## src/rtl/phy_cal_pkg.sv

```systemverilog
package phy_cal_pkg;

  localparam int CAL_AW = 16;
  localparam int CAL_DW = 16;
  localparam int CAL_FSEL_W = 3;
  localparam int CAL_STEPS = 3;

  // reference-clock codes
  localparam logic [CAL_FSEL_W-1:0] FSEL_19M2 = 3'd0;
  localparam logic [CAL_FSEL_W-1:0] FSEL_20M  = 3'd1;
  localparam logic [CAL_FSEL_W-1:0] FSEL_24M  = 3'd2;
  localparam logic [CAL_FSEL_W-1:0] FSEL_50M  = 3'd3;

  // override targets, in issue order
  localparam logic [CAL_AW-1:0] ADDR_LOS   = 16'h0015;
  localparam logic [CAL_AW-1:0] ADDR_BOOST = 16'h0012;
  localparam logic [CAL_AW-1:0] ADDR_RXDET = 16'h1010;

  localparam int LOS_BIAS_LSB = 13;
  localparam int LOS_OVRD_BIT = 10;
  localparam int BOOST_LSB    = 13;
  localparam int RXDET_LSB    = 4;

  typedef enum logic [1:0] {
    CS_IDLE  = 2'd0,
    CS_ISSUE = 2'd1,
    CS_DONE  = 2'd2
  } cal_state_e;

  typedef struct packed {
    logic [CAL_AW-1:0] addr;
    logic [CAL_DW-1:0] data;
  } cal_wr_t;

  function automatic logic [CAL_DW-1:0] los_word();
    logic [CAL_DW-1:0] w;
    w = '0;
    w[LOS_BIAS_LSB +: 3] = 3'd5;
    w[LOS_OVRD_BIT]      = 1'b1;
    w[4:0]               = 5'd9;
    return w;
  endfunction

  function automatic logic [CAL_DW-1:0] boost_word();
    logic [CAL_DW-1:0] w;
    w = '0;
    w[BOOST_LSB +: 3] = 3'd5;
    return w;
  endfunction

  function automatic logic [CAL_DW-1:0] rxdet_word(input logic [CAL_FSEL_W-1:0] f);
    logic [7:0] t;
    case (f)
      FSEL_19M2, FSEL_20M: t = 8'h04;
      FSEL_50M:            t = 8'h20;
      default:             t = 8'h08;  // 24 MHz and unlisted codes
    endcase
    return {{(CAL_DW-8){1'b0}}, t} << RXDET_LSB;
  endfunction

  function automatic cal_wr_t cal_entry(input int unsigned step,
                                        input logic [CAL_FSEL_W-1:0] f);
    cal_wr_t e;
    case (step)
      0:       begin e.addr = ADDR_LOS;   e.data = los_word();    end
      1:       begin e.addr = ADDR_BOOST; e.data = boost_word();  end
      default: begin e.addr = ADDR_RXDET; e.data = rxdet_word(f); end
    endcase
    return e;
  endfunction

endpackage

```

## src/rtl/cal_step_table.sv

```systemverilog
module cal_step_table
  import phy_cal_pkg::*;
#(
  parameter int NUM_STEPS = CAL_STEPS,
  localparam int STEP_W = (NUM_STEPS > 1) ? $clog2(NUM_STEPS) : 1
) (
  input  logic [STEP_W-1:0]     step_i,
  input  logic [CAL_FSEL_W-1:0] fsel_i,
  output logic [CAL_AW-1:0]     addr_o,
  output logic [CAL_DW-1:0]     data_o
);

  cal_wr_t entry;

  always_comb begin
    entry  = cal_entry(int'(unsigned'(step_i)), fsel_i);
    addr_o = entry.addr;
    data_o = entry.data;
  end

endmodule

```

## src/rtl/cal_seq_ctrl.sv

```systemverilog
module cal_seq_ctrl
  import phy_cal_pkg::*;
#(
  parameter bit ENABLE_CAL = 1'b1,
  parameter int NUM_STEPS  = CAL_STEPS,
  localparam int STEP_W    = (NUM_STEPS > 1) ? $clog2(NUM_STEPS) : 1,
  localparam logic [STEP_W-1:0] LAST_STEP = STEP_W'(NUM_STEPS - 1)
) (
  input  logic                  clk,
  input  logic                  rst_n,
  input  logic                  start_i,
  input  logic [CAL_FSEL_W-1:0] fsel_i,
  input  logic                  wr_ready_i,
  input  logic                  wr_timeout_i,
  output logic                  busy_o,
  output logic                  done_o,
  output logic                  err_o,
  output logic                  wr_valid_o,
  output logic [STEP_W-1:0]     step_o,
  output logic [CAL_FSEL_W-1:0] fsel_q_o
);

  cal_state_e            state_q;
  logic [STEP_W-1:0]     step_q;
  logic [CAL_FSEL_W-1:0] fsel_q;
  logic                  err_q;

  // named events for the assertions
  logic start_take;
  logic wr_fin;
  logic last_fin;

  assign start_take = (state_q == CS_IDLE) && start_i;
  assign wr_valid_o = (state_q == CS_ISSUE);
  assign wr_fin     = wr_valid_o && (wr_ready_i || wr_timeout_i);
  assign last_fin   = wr_fin && (step_q == LAST_STEP);

  assign busy_o   = (state_q != CS_IDLE);
  assign done_o   = (state_q == CS_DONE);
  assign err_o    = err_q;
  assign step_o   = step_q;
  assign fsel_q_o = fsel_q;

  always_ff @(posedge clk) begin
    if (!rst_n) begin
      state_q <= CS_IDLE;
      step_q  <= '0;
      fsel_q  <= '0;
      err_q   <= 1'b0;
    end else begin
      case (state_q)
        CS_IDLE: begin
          if (start_take) begin
            fsel_q  <= fsel_i;
            err_q   <= 1'b0;
            step_q  <= '0;
            state_q <= ENABLE_CAL ? CS_ISSUE : CS_DONE;
          end
        end
        CS_ISSUE: begin
          if (wr_fin) begin
            if (wr_timeout_i) err_q <= 1'b1;
            if (last_fin) state_q <= CS_DONE;
            else          step_q  <= step_q + 1'b1;
          end
        end
        CS_DONE:  state_q <= CS_IDLE;
        default:  state_q <= CS_IDLE;
      endcase
    end
  end

  assert_ignore_busy_start_R7: assert property (@(posedge clk) disable iff (!rst_n)
    (busy_o && start_i) |=> $stable(fsel_q));

  assert_timeout_sets_err_R8: assert property (@(posedge clk) disable iff (!rst_n)
    (wr_fin && wr_timeout_i) |=> err_o);

  assert_err_sticky_R8: assert property (@(posedge clk) disable iff (!rst_n)
    (err_o && !start_take) |=> err_o);

  assert_done_single_R6: assert property (@(posedge clk) disable iff (!rst_n)
    done_o |=> (!done_o && !busy_o));

  assert_valid_in_busy_R5: assert property (@(posedge clk) disable iff (!rst_n)
    wr_valid_o |-> busy_o);

  generate
    if (!ENABLE_CAL) begin : g_stub_chk
      assert_stub_no_write_R9: assert property (@(posedge clk) disable iff (!rst_n)
        busy_o |-> !wr_valid_o);
      assert_stub_done_R9: assert property (@(posedge clk) disable iff (!rst_n)
        start_take |=> (done_o && !err_o));
    end
  endgenerate

endmodule

```

## src/rtl/phy_cal_seq.sv

```systemverilog
module phy_cal_seq
  import phy_cal_pkg::*;
#(
  parameter bit ENABLE_CAL = 1'b1,
  localparam int STEP_W = $clog2(CAL_STEPS)
) (
  input  logic                  clk,
  input  logic                  rst_n,
  input  logic                  start_i,
  input  logic [CAL_FSEL_W-1:0] fsel_i,
  output logic                  busy_o,
  output logic                  done_o,
  output logic                  err_o,
  output logic [CAL_AW-1:0]     wr_addr_o,
  output logic [CAL_DW-1:0]     wr_data_o,
  output logic                  wr_valid_o,
  input  logic                  wr_ready_i,
  input  logic                  wr_timeout_i
);

  logic [STEP_W-1:0]     step;
  logic [CAL_FSEL_W-1:0] fsel_held;
  logic                  wr_fin;

  cal_seq_ctrl #(
    .ENABLE_CAL(ENABLE_CAL),
    .NUM_STEPS (CAL_STEPS)
  ) u_ctrl (
    .clk         (clk),
    .rst_n       (rst_n),
    .start_i     (start_i),
    .fsel_i      (fsel_i),
    .wr_ready_i  (wr_ready_i),
    .wr_timeout_i(wr_timeout_i),
    .busy_o      (busy_o),
    .done_o      (done_o),
    .err_o       (err_o),
    .wr_valid_o  (wr_valid_o),
    .step_o      (step),
    .fsel_q_o    (fsel_held)
  );

  cal_step_table #(
    .NUM_STEPS(CAL_STEPS)
  ) u_table (
    .step_i(step),
    .fsel_i(fsel_held),
    .addr_o(wr_addr_o),
    .data_o(wr_data_o)
  );

  assign wr_fin = wr_valid_o && (wr_ready_i || wr_timeout_i);

  generate
    if (ENABLE_CAL) begin : g_seq_chk
      assert_first_write_R2: assert property (@(posedge clk) disable iff (!rst_n)
        (!busy_o && start_i) |=> (wr_valid_o && wr_addr_o == ADDR_LOS));

      assert_hold_R5: assert property (@(posedge clk) disable iff (!rst_n)
        (wr_valid_o && !wr_ready_i && !wr_timeout_i) |=>
          (wr_valid_o && $stable(wr_addr_o) && $stable(wr_data_o)));

      assert_order_a_R5: assert property (@(posedge clk) disable iff (!rst_n)
        (wr_fin && wr_addr_o == ADDR_LOS) |=> (wr_valid_o && wr_addr_o == ADDR_BOOST));

      assert_order_b_R5: assert property (@(posedge clk) disable iff (!rst_n)
        (wr_fin && wr_addr_o == ADDR_BOOST) |=> (wr_valid_o && wr_addr_o == ADDR_RXDET));

      assert_done_after_last_R6: assert property (@(posedge clk) disable iff (!rst_n)
        (wr_fin && wr_addr_o == ADDR_RXDET) |=> (done_o && !wr_valid_o));
    end
  endgenerate

endmodule

```

## config.mk

```make
export PLATFORM = sky130hd
export DESIGN_NAME = phy_cal_seq
export DESIGN_NICKNAME = d
export VERILOG_FILES = /design/src/rtl/phy_cal_pkg.sv /design/src/rtl/cal_step_table.sv /design/src/rtl/cal_seq_ctrl.sv /design/src/rtl/phy_cal_seq.sv
export SDC_FILE = /design/constraint.sdc
export NUM_CORES = 1
export LEC_CHECK = 0
export BUFFER_PORTS_ARGS = -buffer_cell sky130_fd_sc_hd__buf_2
export CAP_MARGIN = 20
export CORE_MARGIN = 2
export CORE_UTILIZATION = 28
export CTS_CLUSTER_DIAMETER = 30
export DETAILED_ROUTE_END_ITERATION = 8
export PLACE_DENSITY = 0.7
export SKIP_CTS_REPAIR_TIMING = 1
export SLEW_MARGIN = 10
export SYNTH_ARGS = -nofsm -noshare
export SYNTH_HDL_FRONTEND = slang
export SYNTH_SLANG_ARGS = --single-unit
export TNS_END_PERCENT = 10
```

## constraint.sdc

```tcl
create_clock -name clk -period 1.6 [get_ports clk]
set_clock_uncertainty 0.1 [all_clocks]
set_input_delay 0.08 -clock clk [delete_from_list [all_inputs] [get_ports clk]]
set_output_delay 0.08 -clock clk [all_outputs]
set_load 0.02 [all_outputs]
```

==> results.cfg <==
[outcome]
status = finished, violations left
violations = hold timing, setup timing

[grt]
grt_pass1_wl_um = 1700
grt-ovfl-total = 0
antenna_found_initial = 0
first_global_vias = 412
grt_start_max_net_pins = 11
grt.total_usage_pct = 8.67

[worst_setup_path]
path_max_fanout = 6
r2r_start = u_ctrl.step_o[0]
path_cells = buf_6, ha_2, or2_4, nor3_4, buf_6
crit_type = reg -> out
arrival_ps = 1430
end_kind = output port
cp.depth = 5
rrSetupSlack_ps = 50
required_ps = 1420
critical-path-max-stage-delay_ps = 320
worst-path-buf-inv = 2
crit_top_cell = buf_6
worst_setup_path_start_kind = flop
cp_top_family = simple AND/OR/NAND/NOR gates
cp-startpoint = u_ctrl.step_o[0]
cpMaxStageDelayCell = dfxtp_2
reg2reg_to = u_ctrl.step_o[1]
rr_worst_depth = 5
crit_path_end = wr_data_o[9]

[routing]
drc = 0
wire_per_inst_um = 9.45
post_drt_via_cell_ratio = 4.03
ant_nets = 0
totalWireLength_um = 1240
drtPass1Iterations = 2
dr_total_vias = 528
drtIter0Drc = 3

[synth]
synthCells = 83
yosysWarnings = 0
synth-seq-area-share_pct = 23.8
ys_seq_elements = 8
synth_top_family_by_area = buffers and inverters
syn_area_um2 = 672
synthMuxAreaShare_pct = 4.47
synthSimpleGateAreaFrac_pct = 17.1
synth_compound_area_share_pct = 12.3
ys_types = 23
synth.largest_area_cell = buf_4
synth_fa_ha_area_share_pct = 7.45
synthXorXnorAreaFrac_pct = 0
synthTopCellsByArea = buf_4 28%, dfxtp_1 24%, ha_1 7.4%
yosysTopAreaCellShare_pct = 27.9
syn_area_per_cell_um2 = 8.10

[power_and_ir_drop]
clkPwrFrac_pct = 25.4
p_switching_uw = 218
p_comb_share_pct = 36.2
cellPowerDensity_nw_per_um2 = 713
ir_drop_v = 0.000296
finalPower_uw = 587
p_int_uw = 369
seqPwrFrac_pct = 38.4
power.leakage_nw = 0.397
power.share.switching_pct = 37.1

[clock_network]
path_clk_slew_ps = 50
cts_tree = done
clock_sinks = 8
numCtsBuffers = 3
root_buffer = clkbuf_4
clk_path_buf_depth = 2
clk_latency_ps = 250
htreeDepth = 1

[die]
die_h_um = 53.0
ioPinCount = 44
die_w_um = 53.0
core-area_um2 = 2230
row_count = 17
start_util_pct = 30.1
die_area_um2 = 2810

[sta]
period_share_pct = 101
hold_viol = 1
holdWs_ps = -4.10
fin_ws_ps = -10.6
rsz0062_at_grt = yes
finalSetupViolCount = 1
period_needed_ps = 1610
max_freq_mhz = 621
drv_slew = 0

[cells_and_area]
antennaDiodeCount = 0
drive_above_1_share_pct = 42.7
fin_cells = 131
area_delta_synth_final_pct = 22.5
nNetsFinal = 117

[min_path]
hold_path.class = in -> reg

[place]
hpwl_um = 1020
numPortBuffers = 23
gp_congestion = 0.676
dpl.cell_count = 126

[flow_run]
drv_cap = 0
[stage by stage]
step           worst slack (ps)  util (%)  hold slack, ps  cell area [µm²]  TNS [ps]
4_1_cts                    -269      34.5           -9.50              771     -1040
3_3_place_gp               46.5      33.5             247              748         0
3_5_place_dp               11.9      33.5             254              748         0
6_report                  -10.6      36.9           -4.10              823     -10.6
2_1_floorplan              37.6         -             149              787         0
5_1_grt                   -74.8      36.9            23.7              823     -86.0
[Yosys cell counts]
| master | number |
|---|---|
| buf_2 | 1 |
| inv_1 | 6 |
| o2111a_1 | 2 |
| mux2i_1 | 3 |
| nand3b_1 | 1 |
| conb_1 | 2 |
| nor2b_1 | 5 |
| nand2b_1 | 2 |
| nand2_1 | 2 |
| a21boi_0 | 1 |
| nor3b_2 | 1 |
| nor2_1 | 3 |
| dfxtp_1 | 8 |
| o21bai_1 | 1 |
| o21ai_0 | 3 |
| a21oi_1 | 2 |
| clkbuf_1 | 2 |
| inv_2 | 1 |
| buf_4 | 25 |
| ha_1 | 4 |
| a311o_1 | 2 |
| nor3_1 | 4 |
| or2_2 | 2 |
[cell families (layout without fill, tap and decap cells)]
| kind of cell | count (synthesis) | count (layout) |
|---|---|---|
| simple gates | 20 | 20 |
| buf+inv | 35 | 37 |
| other cells | 2 | 20 |
| fa+ha+maj | 4 | 4 |
| mux | 3 | 3 |
| compound gates | 11 | 11 |
| flops | 8 | 8 |
[placed cells by master, fill, tap and decap left out, types with 3 or more instances in the layout]
cell / count
conb_1: 20
mux2i_1: 3
buf_2: 20
o21ai_0: 3
buf_6: 4
nor2b_1: 5
buf_4: 3
clkbuf_4: 3
inv_1: 4
dfxtp_1: 6
[final cells by class]
cell class,count,area (µm²)
multi-input combinational,58,404
sequential,8,165
tap,28,35.0
timing repair buffer,27,168
fill,247,1410
inverter,7,28.8
clock buffer,3,22.5
[power groups by stage]
stage	registers [mW]	clock network, mW	logic [mW]
finish	0.225	0.149	0.213
floorplan	0.230	0	0.203
global placement	0.229	0	0.197
CTS	0.225	0.160	0.201
global route	0.226	0.170	0.232
detailed placement	0.229	0	0.200
[worst min-delay path: stages]
cell	delay, ps
buf_2	80
mux2i_1	60
nor2b_1	90
[flip-flops by register name, summed over array words and instances, names as in the netlist]
| signal | cells |
|---|---|
| u_ctrl.fsel_q_o | 3 |
| u_ctrl.step_o | 2 |
| u_ctrl.state_q | 2 |
| u_ctrl.err_o | 1 |
[routing by layer]
metal  global-route usage, %  up-vias  wire [µm]
li1                        -      262          -
met1                    8.38      240        463
met2                    15.4       26        644
met3                    5.93        0        130
met4                    1.28        0          0
met5                       0        -          0
[how the worst min path moves through the flow]
stage / cells after the start / endpoint / startpoint
finish: 3 / u_ctrl.fsel_q_o[2] / fsel_i[2]
global route: 3 / u_ctrl.fsel_q_o[0] / fsel_i[0]
CTS: 3 / u_ctrl.fsel_q_o[2] / fsel_i[2]
detailed placement: 3 / u_ctrl.fsel_q_o[2] / fsel_i[2]
global placement: 3 / u_ctrl.fsel_q_o[1] / fsel_i[1]
floorplan: 2 / u_ctrl.fsel_q_o[0] / fsel_i[0]
Note: power is estimated with default switching activity, not from simulation.
